$ cat src/rtl/lc_pkg.sv
package lc_pkg;
  typedef enum logic [1:0] {
    S_IDLE  = 2'd0,
    S_CHECK = 2'd1,
    S_SCORE = 2'd2,
    S_PICK  = 2'd3
  } lc_state_e;
endpackage

$ cat src/rtl/lc_score_bank.sv
module lc_score_bank #(
  parameter int N_IN  = 16,
  parameter int SW    = 6
) (
  input  logic               clk,
  input  logic               rst_n,
  input  logic               clr,
  input  logic               en,
  input  logic [N_IN-1:0]    feeds,
  input  logic [N_IN-1:0]    excl,
  input  logic               err_bit,
  input  logic               use_bit,
  output logic [N_IN*SW-1:0] scores
);
  localparam logic [SW-1:0] PLUS  = SW'(1);
  localparam logic [SW-1:0] MINUS = {SW{1'b1}};

  for (genvar i = 0; i < N_IN; i++) begin : g_acc
    logic [SW-1:0] acc_q, acc_d;
    logic          acc_en;

    always_comb begin
      acc_en = clr | (en & use_bit & feeds[i] & ~excl[i]);
      acc_d  = clr ? '0 : acc_q + (err_bit ? PLUS : MINUS);
    end

    always_ff @(posedge clk or negedge rst_n) begin
      if (!rst_n)      acc_q <= '0;
      else if (acc_en) acc_q <= acc_d;
    end

    assign scores[i*SW +: SW] = acc_q;
  end

  assert_clear_R5: assert property (@(posedge clk) disable iff (!rst_n)
    clr |=> (scores == '0));
endmodule

$ cat src/rtl/lc_pick_max.sv
module lc_pick_max #(
  parameter int N_IN  = 16,
  parameter int SW    = 6,
  parameter int IDX_W = 4
) (
  input  logic [N_IN*SW-1:0] scores,
  input  logic [N_IN-1:0]    excl,
  output logic [IDX_W-1:0]   win_idx,
  output logic               win_valid
);
  logic signed [SW-1:0] best;
  logic signed [SW-1:0] cand;

  always_comb begin
    best      = '0;
    cand      = '0;
    win_idx   = '0;
    win_valid = 1'b0;
    for (int i = 0; i < N_IN; i++) begin
      cand = scores[i*SW +: SW];
      if (!excl[i] && (!win_valid || cand > best)) begin
        best      = cand;
        win_idx   = IDX_W'(i);
        win_valid = 1'b1;
      end
    end
  end
endmodule

$ cat src/rtl/lc_err_locator.sv
module lc_err_locator
  import lc_pkg::*;
#(
  parameter int N_IN      = 16,
  parameter int RUN_BITS  = 8,
  parameter int N_RUNS    = 2,
  parameter int MAX_PICKS = 4,
  localparam int N_OUT    = RUN_BITS * N_RUNS,
  localparam int IDX_W    = (N_IN > 1) ? $clog2(N_IN) : 1,
  localparam int CW       = $clog2(MAX_PICKS + 1)
) (
  input  logic                     clk,
  input  logic                     rst_n,
  input  logic                     start,
  input  logic [N_OUT-1:0]         syndrome,
  input  logic [N_OUT-1:0]         unk_mask,
  input  logic [N_IN*N_OUT-1:0]    code_cols,
  output logic                     busy,
  output logic                     done,
  output logic                     found,
  output logic                     give_up,
  output logic                     undiag,
  output logic [CW-1:0]            loc_count,
  output logic [MAX_PICKS*IDX_W-1:0] loc_list,
  output logic [N_IN-1:0]          loc_hits
);
  localparam int OW  = (N_OUT > 1) ? $clog2(N_OUT) : 1;
  localparam int OCW = $clog2(N_OUT + 1);
  localparam int SW  = OCW + 1;

  lc_state_e state_q, state_d;
  logic [N_OUT-1:0] resid_q, resid_d, use_q, use_d;
  logic [OW-1:0]    idx_q, idx_d;
  logic [CW-1:0]    cnt_q, cnt_d;
  logic [MAX_PICKS*IDX_W-1:0] list_q, list_d;
  logic [N_IN-1:0]  hit_q, hit_d;
  logic found_q, found_d, gu_q, gu_d, und_q, und_d, done_q, done_d;

  logic [N_IN-1:0]    row;
  logic [N_IN*SW-1:0] scores;
  logic               sc_clr, sc_en;
  logic [IDX_W-1:0]   win_idx;
  logic               win_valid;
  logic [N_OUT-1:0]   win_col, resid_nx;
  logic [OCW-1:0]     err_n, use_n;
  logic [OCW:0]       err2, use2;

  // which inputs feed the output under scan this cycle
  always_comb begin
    for (int i = 0; i < N_IN; i++) row[i] = code_cols[i*N_OUT + int'(idx_q)];
  end

  lc_score_bank #(.N_IN(N_IN), .SW(SW)) u_bank (
    .clk(clk), .rst_n(rst_n), .clr(sc_clr), .en(sc_en),
    .feeds(row), .excl(hit_q),
    .err_bit(resid_q[idx_q]), .use_bit(use_q[idx_q]),
    .scores(scores)
  );

  lc_pick_max #(.N_IN(N_IN), .SW(SW), .IDX_W(IDX_W)) u_pick (
    .scores(scores), .excl(hit_q), .win_idx(win_idx), .win_valid(win_valid)
  );

  assign win_col  = code_cols[int'(win_idx)*N_OUT +: N_OUT];
  assign resid_nx = resid_q ^ (win_col & use_q);
  assign err_n    = OCW'($countones(resid_q));
  assign use_n    = OCW'($countones(use_q));
  assign err2     = {err_n, 1'b0};
  assign use2     = {1'b0, use_n};

  always_comb begin
    state_d = state_q;
    resid_d = resid_q;
    use_d   = use_q;
    idx_d   = idx_q;
    cnt_d   = cnt_q;
    list_d  = list_q;
    hit_d   = hit_q;
    found_d = found_q;
    gu_d    = gu_q;
    und_d   = und_q;
    done_d  = 1'b0;
    sc_clr  = 1'b0;
    sc_en   = 1'b0;
    unique case (state_q)
      S_IDLE: if (start) begin
        resid_d = syndrome & ~unk_mask;
        use_d   = ~unk_mask;
        cnt_d   = '0;
        list_d  = '0;
        hit_d   = '0;
        found_d = 1'b0;
        gu_d    = 1'b0;
        und_d   = 1'b0;
        state_d = S_CHECK;
      end
      S_CHECK: begin
        if (resid_q == '0) begin
          found_d = 1'b1;
          done_d  = 1'b1;
          state_d = S_IDLE;
        end else if (err2 >= use2) begin
          und_d   = 1'b1;
          done_d  = 1'b1;
          state_d = S_IDLE;
        end else begin
          sc_clr  = 1'b1;
          idx_d   = '0;
          state_d = S_SCORE;
        end
      end
      S_SCORE: begin
        sc_en = 1'b1;
        idx_d = idx_q + 1'b1;
        if (int'(idx_q) == N_OUT - 1) state_d = S_PICK;
      end
      S_PICK: begin
        if (!win_valid) begin
          gu_d    = 1'b1;
          done_d  = 1'b1;
          state_d = S_IDLE;
        end else begin
          for (int j = 0; j < MAX_PICKS; j++)
            if (cnt_q == CW'(j)) list_d[j*IDX_W +: IDX_W] = win_idx;
          hit_d[win_idx] = 1'b1;
          cnt_d   = cnt_q + 1'b1;
          resid_d = resid_nx;
          if (resid_nx == '0) begin
            found_d = 1'b1;
            done_d  = 1'b1;
            state_d = S_IDLE;
          end else if (cnt_q == CW'(MAX_PICKS - 1)) begin
            gu_d    = 1'b1;
            done_d  = 1'b1;
            state_d = S_IDLE;
          end else begin
            sc_clr  = 1'b1;
            idx_d   = '0;
            state_d = S_SCORE;
          end
        end
      end
      default: state_d = S_IDLE;
    endcase
  end

  always_ff @(posedge clk or negedge rst_n) begin
    if (!rst_n) begin
      state_q <= S_IDLE;
      resid_q <= '0;
      use_q   <= '0;
      idx_q   <= '0;
      cnt_q   <= '0;
      list_q  <= '0;
      hit_q   <= '0;
      found_q <= 1'b0;
      gu_q    <= 1'b0;
      und_q   <= 1'b0;
      done_q  <= 1'b0;
    end else begin
      state_q <= state_d;
      resid_q <= resid_d;
      use_q   <= use_d;
      idx_q   <= idx_d;
      cnt_q   <= cnt_d;
      list_q  <= list_d;
      hit_q   <= hit_d;
      found_q <= found_d;
      gu_q    <= gu_d;
      und_q   <= und_d;
      done_q  <= done_d;
    end
  end

  assign busy      = (state_q != S_IDLE);
  assign done      = done_q;
  assign found     = found_q;
  assign give_up   = gu_q;
  assign undiag    = und_q;
  assign loc_count = cnt_q;
  assign loc_list  = list_q;
  assign loc_hits  = hit_q;

  assert_masked_clean_R2: assert property (@(posedge clk) disable iff (!rst_n)
    (resid_q & ~use_q) == '0);
  assert_one_outcome_R4: assert property (@(posedge clk) disable iff (!rst_n)
    $onehot0({found_q, gu_q, und_q}));
  assert_fresh_pick_R7: assert property (@(posedge clk) disable iff (!rst_n)
    (state_q == S_PICK && win_valid) |-> !hit_q[win_idx]);
  assert_hits_match_R8: assert property (@(posedge clk) disable iff (!rst_n)
    $countones(hit_q) == int'(cnt_q));
  assert_found_clean_R8: assert property (@(posedge clk) disable iff (!rst_n)
    found_q |-> (resid_q == '0));
  assert_pick_cap_R9: assert property (@(posedge clk) disable iff (!rst_n)
    int'(cnt_q) <= MAX_PICKS);
  assert_done_idle_R11: assert property (@(posedge clk) disable iff (!rst_n)
    done_q |-> (state_q == S_IDLE && $past(state_q) != S_IDLE));
endmodule

$ cat config.mk
export PLATFORM = sky130hd
export DESIGN_NAME = lc_err_locator
export DESIGN_NICKNAME = d
export VERILOG_FILES = /design/src/rtl/lc_pkg.sv /design/src/rtl/lc_score_bank.sv /design/src/rtl/lc_pick_max.sv /design/src/rtl/lc_err_locator.sv
export SDC_FILE = /design/constraint.sdc
export NUM_CORES = 1
export LEC_CHECK = 0
export ABC_AREA = 1
export BUFFER_PORTS_ARGS = -buffer_cell sky130_fd_sc_hd__buf_2
export CELL_PAD_IN_SITES_DETAIL_PLACEMENT = 2
export CELL_PAD_IN_SITES_GLOBAL_PLACEMENT = 2
export CORE_ASPECT_RATIO = 0.5
export CORE_UTILIZATION = 32
export CTS_BUF_LIST = sky130_fd_sc_hd__clkbuf_4
export DETAILED_ROUTE_END_ITERATION = 12
export MAX_ROUTING_LAYER = met4
export PLACE_DENSITY = 0.89
export SLEW_MARGIN = 0
export SYNTH_ARGS = -nofsm -noshare
export SYNTH_HDL_FRONTEND = slang
export SYNTH_SLANG_ARGS = --single-unit
$ cat constraint.sdc
create_clock -name clk -period 29 [get_ports clk]
set_input_delay 0 -clock clk [delete_from_list [all_inputs] [get_ports clk]]
set_output_delay 0 -clock clk [all_outputs]
set_load 0.05 [all_outputs]
==> qor.csv, run 1 <==
stage;metric;value;unit
outcome;status;finished with violations;
outcome;violations;hold timing, capacitance limit, slew limit;
flow_run;cap_viol_max_count;1;
timing;max_freq;37.5;MHz
timing;hold_viol_final;1;
timing;layout_min_cycle_time;26.69;ns
detailed_routing;drc;0;
min_path;hold_path.startpoint;unk_mask[8];
setup_path;criticalPathCategory;flip-flop to flip-flop;
setup_path;crit_path_start_kind;flip-flop;
detailed_routing;drtAntennaViolNets;0;
setup_path;critPathMostFrequentCell;nand2_1;
grt;grt_pass1_wl;159000;µm
cts;cts_inserted_buffers;17;
timing;fin_crit_sh;92.0;%
min_path;hold_path_class;input port to flip-flop;
grt;grt_use_total;32.4;%
synthesis;seq_area_frac_synth;21.0;%
timing;finalSetupViolations;0;
synthesis;syn_area_per_cell;6.59;µm²
place;place.gp.congestion;0.988;
synthesis;syn_nets;3621;
setup_path;max_stage_delay;0.47;ns
detailed_routing;drtPass1Iterations;5;
grt;antenna_found_initial;7;
detailed_routing;num_vias;24400;
setup_path;crit_path_start;loc_hits[0];
timing;rsz0062_at_grt;no;
synthesis;yosys.area.top_type;dfrtp_1;
synthesis;synthArstFlopShare;100;%
grt;grt_overflow;0;
setup_path;required;29.60;ns
setup_path;critPathCaptureType;flip-flop;
setup_path;crit_slowest_cell;dfrtp_1;
place;hpwl;81000;µm
layout;fin_area;0.0237;mm²
setup_path;cp_data_arrival_time;27.28;ns
layout;final_cells;4254;
timing;finalClockSkew;0.0370;ns
setup_path;path_max_fanout;31;
place;dpl_cell_area;0.0228;mm²
detailed_routing;totalWireLength;106000;µm
timing;holdWs;-0.00222;ns
cts;root_buffer;clkbuf_4;
cts;clk_path_buf_depth;2;
cts;cts.sink_count;173;
grt;grt.met3_usage;3.86;%
die;initial_core_util;32.5;%
synthesis;ys_types;56;
die;rows;65;
synthesis;yosysTopAreaCellShare;21.0;%
grt;busiest_layer;met2;
synthesis;synthTopCellsByArea;dfrtp_1, nand2_1, ha_1, inv_1, o21ai_0;
synthesis;syn_inst;3119;
die;dieArea;0.0654;mm²
layout;drive_gt1_share;14.8;%
synthesis;synth_area;0.0206;mm²
cts;htreeDepth;4;
synthesis;synth_edf_count;0;
setup_path;rr_startpoint;loc_hits[0];
synthesis;synth-main-ff-cell;dfrtp_1;
timing;tightest_slew;1.49;ns
place;placed_cells_incl_taps;4165;
cts;clk_latency;0.72;ns
layout;final_nets;3901;
grt;grt_pass1_vias;26500;
synthesis;ys_ff_latch;173;
layout;nFillCells;7807;
grt;grt_max_degree;97;
die;pin_count;331;
synthesis;ys.warnings.count;0;
layout;syn_to_final_growth;15.2;%
grt;grt_util_met2;53.6;%
die;core;0.0633;mm²
cts;clk_pin_slew;0.19;ns
detailed_routing;drt-initial-drc-count;1976;
timing;relSlewSlack;-1.95;%
detailed_routing;routed_via_density;5.74;
place;portBuffers;330;
grt;grt_util_met1;38.5;%
cts;cts_tree;built;
die;die_y;181;µm
timing;drv_slew;1;
die;die_x;361;µm
detailed_routing;wl_per_cell;25.0;µm
-- cells by family after synthesis --
kind of cell / Yosys count / synth area share (%)
XOR/XNOR: 84 / 3.58
AO/OA/AOI/OAI: 640 / 17.3
flip-flops: 173 / 21.0
adder cells (fa/ha/maj): 211 / 14.1
buffers and inverters: 601 / 11.7
AND/OR/NAND/NOR: 1410 / 32.2
-- critical path: cells and delay by family, from the launching register on --
| kind | cells | cell delay [ns] |
|---|---|---|
| compound gates | 52 | 7.73 |
| flops | 1 | 0.47 |
| simple gates | 90 | 11.17 |
| fa+ha+maj | 15 | 4.51 |
| buf+inv | 15 | 2.52 |
-- state kept, by name, indices dropped and copies added (netlist names) --
name and flops:
done 1, found 1, give_up 1, idx_q 4, loc_count 3, loc_hits 16, loc_list 16, resid_q 16
state_q 2, u_bank.g_acc.acc_q 96, undiag 1, use_q 16
-- placed cells by master (no fill, tap or decap), types with 12 or more instances in the layout --
cell type	synthesis	layout
nand3_1	178	178
o21ai_1	25	28
or2_2	19	19
fa_1	36	36
dfrtp_1	173	171
xnor2_1	36	36
inv_1	433	431
dlygate4sd3_1	0	40
buf_2	30	329
xor2_1	48	48
nor2_1	202	199
clkbuf_4	0	17
nor3b_1	16	16
nor2_4	26	29
nand2_1	716	706
nor2_2	12	12
ha_1	175	175
o211ai_1	29	29
buf_4	5	31
a21oi_1	223	223
o21ai_0	277	273
nand4_1	99	99
o221ai_1	21	21
inv_2	10	12
nand2_2	6	13
nand3b_1	119	119
-- metal layers --
layer  share of wire [%]  vias up
met2                  48      861
met3                 5.3      296
met5                   0        -
met1                  41    12400
met4                 5.9        0
li1                    -    10900
-- synthesized netlist by cell type (10+ instances only) --
cell type  instances
nand2_1          716
inv_1            433
o21ai_0          277
a21oi_1          223
nor2_1           202
nand3_1          178
ha_1             175
dfrtp_1          173
nand3b_1         119
nand4_1           99
clkbuf_1          82
xor2_1            48
fa_1              36
xnor2_1           36
buf_2             30
o211ai_1          29
nor2_4            26
o21ai_1           25
buf_1             24
o221ai_1          21
or2_2             19
nor3b_1           16
nor2_2            12
a211oi_1          10
a311oi_1          10
inv_2             10
-- cell type report --
cell class | count | area (µm²) | share of cell area, %
clock buffers | 17 | 128 | 0.538
flip-flops and latches | 173 | 4330 | 18.3
clock inverters | 12 | 120 | 0.507
diodes | 8 | 20.0 | 0.0845
well taps | 837 | 1050 | 4.42
multi-input cells | 2348 | 14000 | 58.9
repair buffers | 408 | 2400 | 10.1
inverters | 451 | 1700 | 7.18
-- metrics by stage --
stage	TNS (ns)	worst slack, ns	utilization (%)
after global routing	0	0.0691	37.5
final	0	2.31	37.5
after global placement	0	2.71	36.0
after detailed placement	-0.109	-0.0376	36.0
after CTS	0	0.121	37.1
after floorplan	0	6.58	-
-- path summary, 6_finish.rpt --
path	endpoint	slack [ns]	cells after the start
worst min register to register	loc_list[2]	0.53	2
max in group asynchronous	idx_q[0]	27.70	4
min in group asynchronous	u_bank.g_acc[4].acc_q[4]	0.45	4
worst max-delay path	u_bank.g_acc[12].acc_q[5]	2.31	172
worst min-delay path	use_q[8]	-0.002	3
worst max register to register	u_bank.g_acc[12].acc_q[5]	2.31	172
-- repair_timing --
action | 4_1_cts | 5_1_grt
gates resized for setup | 1 | 37
hold buffers | 41 | 0
endpoints found under the setup margin | 56 | 134
buffers inserted | 0 | 8
pin swaps | 0 | 4
hold endpoints to repair | 116 | 0
gates cloned | 0 | 3
Power of run 1 is not shown: default switching activity piles up to over one toggle a cycle in this logic, so the estimate is an artifact.
==> inputs of run 2 (changes only) <==
--- a/config.mk
+++ b/config.mk
@@ -14,7 +14,7 @@
 export CTS_BUF_LIST = sky130_fd_sc_hd__clkbuf_4
 export DETAILED_ROUTE_END_ITERATION = 12
 export MAX_ROUTING_LAYER = met4
-export PLACE_DENSITY = 0.89
+export PLACE_DENSITY_LB_ADDON = 0.1
 export SLEW_MARGIN = 0
 export SYNTH_ARGS = -nofsm -noshare
 export SYNTH_HDL_FRONTEND = slang
==> run 2 against run 1 <==
Against the previous run: the flow now finishes without violations; final area grew 0.80%; cell count grew 0.21%; register-to-register slack gained 0.54 ns; global-route usage shrank 0.91 points; sequential cell count is the same; clock-buffer cell count is the same; via count shrank 4.6%; core utilization grew 0.30 points; critical path type unchanged; largest cell class unchanged; highest routed layer unchanged.
==> qor.csv, run 2 (synthesis gave the netlist of run 1 again) <==
stage;metric;value;unit;change
timing;drv_slew;0;;-1
die;die_y;181;µm;unchanged
layout;final_nets;3912;;+0.28%
layout;nFillCells;7744;;-0.81%
timing;relSlewSlack;13.5;%;+15 points
layout;largest_register_ffs;96;;unchanged
die;die_x;361;µm;unchanged
cts;cts_inserted_buffers;17;;unchanged
cts;clk_latency;0.76;ns;+0.04 ns
timing;hold_viol_final;0;;-1
timing;holdWs;0.114;ns;+0.116 ns
setup_path;cp_top_family;simple AND/OR/NAND/NOR gates;;
detailed_routing;drtPass1Iterations;5;;unchanged
detailed_routing;drc;0;;unchanged
cts;htreeDepth;4;;unchanged
cts;cts.sink_count;173;;unchanged
timing;layout_min_cycle_time;26.15;ns;-0.538 ns
setup_path;critPathMostFrequentCell;nand2_1;;
timing;rsz0062_at_grt;no;;
layout;post-route-util;37.8;%;+0.30 points
layout;multi_input_area;0.0139;mm²;about the same
grt;antenna_found_initial;7;;unchanged
grt;grt_pass1_wl;152000;µm;-4.1%
detailed_routing;totalWireLength;100000;µm;-5.9%
timing;tightest_slew;1.29;ns;-0.198 ns
setup_path;cp_data_arrival_time;26.82;ns;-0.46 ns
layout;drive_gt1_share;14.5;%;-0.26 points
outcome;status;finished, final reports clean;;
timing;finalClockSkew;0.0508;ns;+0.0138 ns
min_path;hold_path_class;input port to flip-flop;;
layout;top_register;u_bank.g_acc.acc_q;;
timing;finalSetupViolations;0;;unchanged
die;initial_core_util;32.5;%;unchanged
layout;syn_to_final_growth;16.2;%;
timing;setup-tns-final;0;ns;unchanged
setup_path;critPathCaptureType;flip-flop;;
die;pin_count;331;;unchanged
timing;max_freq;38.2;MHz;+2.1%
die;core;0.0633;mm²;unchanged
cts;cts_tree;built;;
detailed_routing;drt-initial-drc-count;1247;;-37%
setup_path;path_max_fanout;53;;+71%
place;hpwl;77300;µm;-4.6%
layout;layout_common_cells;nand2_1, inv_1, buf_2, o21ai_0, a21oi_1;;
timing;fin_crit_sh;90.2;%;-1.9 points
layout;regArea;0.00433;mm²;unchanged
cts;clk_pin_slew;0.17;ns;-0.02 ns
setup_path;crit_path_start_kind;flip-flop;;
grt;grt_overflow;0;;unchanged
layout;final_cells;4263;;+0.21%
flow_run;cap_viol_max_count;0;;-1
detailed_routing;drtAntennaViolNets;0;;unchanged
place;place.gp.congestion;0.934;;-5.5%
cts;root_buffer;clkbuf_4;;
grt;grt_pass1_vias;24900;;-6.3%
setup_path;required;29.67;ns;+0.07 ns
layout;final_common_cell;nand2_1;;
place;portBuffers;330;;unchanged
setup_path;crit_buf_inv;14;;-1
place;placed_cells_incl_taps;4165;;unchanged
detailed_routing;num_vias;23300;;-4.6%
setup_path;crit_slowest_cell;dfrtp_1;;
setup_path;max_stage_delay;0.48;ns;about the same
grt;grt_max_degree;89;;-8.2%
cts;clk_path_buf_depth;2;;unchanged
detailed_routing;routed_via_density;5.47;;-4.8%
grt;grt_use_total;31.5;%;-0.91 points
detailed_routing;wl_per_cell;23.5;µm;-6.1%
setup_path;criticalPathCategory;flip-flop to flip-flop;;
die;rows;65;;unchanged
die;dieArea;0.0654;mm²;unchanged
run 2: changes by cell type in the layout (fill, tap and decap cells not counted), sizes merged, moves of 2 or more:
cell         change
diode            -4
dlygate4sd3     +17
inv              +2
buf              -3
nand2            -2
bufinv           +2
run 2: layout make-up:
type	count	share of cell area (%)
antenna	4	0.0419
clock buffer	17	0.534
clock inverter	14	0.775
inverter	451	7.12
multi-input combinational	2345	58.4
sequential	173	18.1
tap	837	4.38
timing repair buffer	422	10.7
run 2: final timing paths:
check                          startpoint  slack [ns]  cells after the start                       end
max                           loc_hits[0]        2.85                    165  u_bank.g_acc[4].acc_q[5]
min                        code_cols[225]        0.11                     10                resid_q[1]
max reg2reg                   loc_hits[0]        2.85                    165  u_bank.g_acc[4].acc_q[5]
min reg2reg                         found        0.51                      2                     found
max in group asynchronous           rst_n       26.92                      5                  idx_q[0]
min in group asynchronous           rst_n        0.40                      4  u_bank.g_acc[3].acc_q[0]
run 2: tightest hold or removal path, stage by stage:
cell and delay [ns]:
buf_2 0.12, inv_1 0.05, nand2_1 0.04, nand3b_1 0.08, nand2_1 0.06, nand2_1 0.07
o21ai_1 0.07, nand2_1 0.10, o211ai_1 0.09, o21ai_0 0.11
run 2: routing by layer:
layer | routed length (µm) | global-route usage (%) | share of wire (%) | up-vias
li1 | - | - | - | 10900
met1 | 45100 | 40.0 | 45 | 11800
met2 | 48500 | 52.7 | 49 | 468
met3 | 3520 | 2.87 | 3.5 | 114
met4 | 2920 | 9.86 | 2.9 | 0
met5 | 0 | - | 0 | -
run 2: repair_timing:
item / in CTS / in global routing
resized for setup: 0 / 27
hold buffers: 58 / 0
setup buffers: 0 / 5
endpoints found under the setup margin: 0 / 121
endpoints found under the hold margin: 154 / 0
run 2: per-stage QoR:
stage | instance area, µm² | setup slack [ns]
2_1_floorplan | 20600 | 6.58
3_3_place_gp | 22800 | 2.69
3_5_place_dp | 22800 | 1.08
4_1_cts | 23700 | 0.960
5_1_grt | 23900 | 0.0198
6_report | 23900 | 2.85
Power of run 2 is left out for the same reason.
==> inputs of run 3 (changes only) <==
--- a/config.mk
+++ b/config.mk
@@ -6,7 +6,8 @@
 export NUM_CORES = 1
 export LEC_CHECK = 0
 export ABC_AREA = 1
-export BUFFER_PORTS_ARGS = -buffer_cell sky130_fd_sc_hd__buf_2
+export BUFFER_PORTS_ARGS = -buffer_cell sky130_fd_sc_hd__clkbuf_2
+export CAP_MARGIN = 25
 export CELL_PAD_IN_SITES_DETAIL_PLACEMENT = 2
 export CELL_PAD_IN_SITES_GLOBAL_PLACEMENT = 2
 export CORE_ASPECT_RATIO = 0.5
==> run 3 against run 2 <==
Against the previous run: cell count rose by 0.19%; final area rose by 0.26%; critical path type unchanged; clock-buffer cell count did not move; global-route usage rose by 0.20 points; worst hold slack got worse by 0.047 ns; register-to-register slack got worse by 0.14 ns; critical endpoint is now u_bank.g_acc[3].acc_q[2]; largest cell class unchanged; first-iteration DRC count rose by 2.9%; maximum frequency fell by 0.54%.
==> qor.csv, run 3 (synthesis gave the netlist of run 1 again) <==
stage;metric;value;unit;change
outcome;status;finished, final reports clean;;
detailed_routing;num_vias;23400;;+0.49%
timing;finalClockSkew;0.0315;ns;-0.0193 ns
setup_path;crit_slowest_cell;dfrtp_1;;
timing;rsz0062_at_grt;no;;
layout;final_nets;3916;;+0.10%
timing;worst_slack;2.71;ns;-0.142 ns
die;pin_count;331;;unchanged
grt;grt_pass1_vias;25100;;+0.79%
die;dieArea;0.0654;mm²;unchanged
grt;grt_use_total;31.7;%;+0.20 points
grt;grt_pass1_wl;153000;µm;+0.66%
setup_path;required;29.72;ns;+0.05 ns
setup_path;crit_buf_inv;14;;unchanged
setup_path;critPathMostFrequentCell;nand2_1;;
setup_path;rr_worst_depth;169;;+2.4%
layout;layout_common_cells;nand2_1, inv_1, clkbuf_2, o21ai_0, a21oi_1;;
timing;max_freq;38.0;MHz;-0.54%
detailed_routing;drtAntennaViolNets;0;;unchanged
timing;holdWs;0.0670;ns;-0.0471 ns
die;die_y;181;µm;unchanged
setup_path;criticalPathCategory;flip-flop to flip-flop;;
layout;largest_register_ffs;96;;unchanged
min_path;hold_path_class;input port to flip-flop;;
timing;setup-tns-final;0;ns;unchanged
cts;clk_path_buf_depth;2;;unchanged
layout;drive_gt1_share;14.6;%;+0.096 points
cts;cts_inserted_buffers;17;;unchanged
timing;hold_viol_final;0;;unchanged
setup_path;critPathCaptureType;flip-flop;;
place;hpwl;77600;µm;+0.38%
setup_path;path_max_fanout;43;;-19%
timing;fin_crit_sh;90.7;%;+0.49 points
layout;syn_to_final_growth;16.5;%;
die;initial_core_util;32.5;%;unchanged
setup_path;crit_path_start_kind;flip-flop;;
grt;grt_overflow;0;;unchanged
cts;clk_latency;0.79;ns;+0.03 ns
timing;tightest_slew;1.18;ns;-0.117 ns
detailed_routing;drtPass1Iterations;6;;+1
grt;grt_max_degree;153;;+72%
setup_path;worst-path-stages;169;;+2.4%
detailed_routing;drc;0;;unchanged
detailed_routing;routed_via_density;5.49;;+0.30%
detailed_routing;wl_per_cell;23.6;µm;+0.67%
die;die_x;361;µm;unchanged
detailed_routing;totalWireLength;101000;µm;+0.86%
cts;htreeDepth;4;;unchanged
timing;layout_min_cycle_time;26.29;ns;+0.142 ns
setup_path;cp_data_arrival_time;27.01;ns;+0.19 ns
layout;post-route-util;37.9;%;+0.097 points
die;core;0.0633;mm²;unchanged
cts;clk_pin_slew;0.19;ns;+0.02 ns
grt;antenna_found_initial;5;;-2
die;rows;65;;unchanged
cts;cts_tree;built;;
cts;root_buffer;clkbuf_4;;
min_path;hold_depth;11;;+1
layout;final_common_cell;nand2_1;;
layout;top_register;u_bank.g_acc.acc_q;;
setup_path;cp_top_family;simple AND/OR/NAND/NOR gates;;
cts;cts.sink_count;173;;unchanged
setup_path;max_stage_delay;0.48;ns;about the same
timing;drv_slew;0;;unchanged
place;portBuffers;330;;unchanged
timing;finalSetupViolations;0;;unchanged
place;place.gp.congestion;0.944;;+1.1%
place;place_ws;0.705;ns;-0.374 ns
timing;relSlewSlack;19.6;%;+6.1 points
flow_run;cap_viol_max_count;0;;unchanged
detailed_routing;drt-initial-drc-count;1283;;+2.9%
==> run 3: cell types whose count changed in the layout (fill, tap and decap cells not counted), moves of 3 or more <==
| cell | delta |
|---|---|
| buf_2 | -329 |
| clkbuf_2 | +329 |
| buf_4 | -6 |
| buf_6 | +4 |
| buf_12 | +3 |
| diode_2 | +3 |
==> run 3: routing by layer <==
layer / up-vias / GRT usage (%) / wire length [µm]
met3: 132 / 4.03 / 3880
met5: - / - / 0
met2: 485 / 53.9 / 49300
met1: 11900 / 39.2 / 44900
met4: 0 / 9.00 / 2730
li1: 10900 / - / -
==> run 3: worst paths after layout <==
path | startpoint | endpoint | slack [ns]
setup / recovery | loc_hits[0] | u_bank.g_acc[3].acc_q[2] | 2.71
hold / removal | code_cols[112] | resid_q[0] | 0.07
setup reg to reg | loc_hits[0] | u_bank.g_acc[3].acc_q[2] | 2.71
hold reg to reg | loc_list[9] | loc_list[9] | 0.52
max in group asynchronous | rst_n | idx_q[0] | 26.85
min in group asynchronous | rst_n | u_bank.g_acc[4].acc_q[2] | 0.34
==> run 3: cell type report <==
class                   instances  area (µm²)
fillers                      7853       39300
multi-input cells            2347       14000
flip-flops and latches        173        4330
repair buffers                424        2600
inverters                     451        1710
well taps                     837        1050
clock inverters                15         158
clock buffers                  17         128
diodes                          7        17.5
==> run 3: worst reg2reg max path: cells and delay by family, from the launching register on <==
| kind | cells | cell delay (ns) |
|---|---|---|
| fa+ha+maj | 15 | 4.46 |
| simple gates | 91 | 11.75 |
| compound gates | 49 | 6.81 |
| flops | 1 | 0.48 |
| buf+inv | 14 | 2.79 |
==> run 3: stage by stage <==
| step | instance area (µm²) | instances |
|---|---|---|
| floorplan | 20600 | 3119 |
| global route | 24000 | 4269 |
| finish | 24000 | 4271 |
| detailed placement | 22900 | 4166 |
| CTS | 23800 | 4258 |
| global placement | 22800 | 4165 |
==> run 3: what timing repair did <==
item,in CTS,in global routing
buffers inserted,0,3
endpoints found under the hold margin,158,0
resized for setup,0,34
hold buffers,60,0
setup endpoints to repair,0,134
Power of run 3 is left out for the same reason.
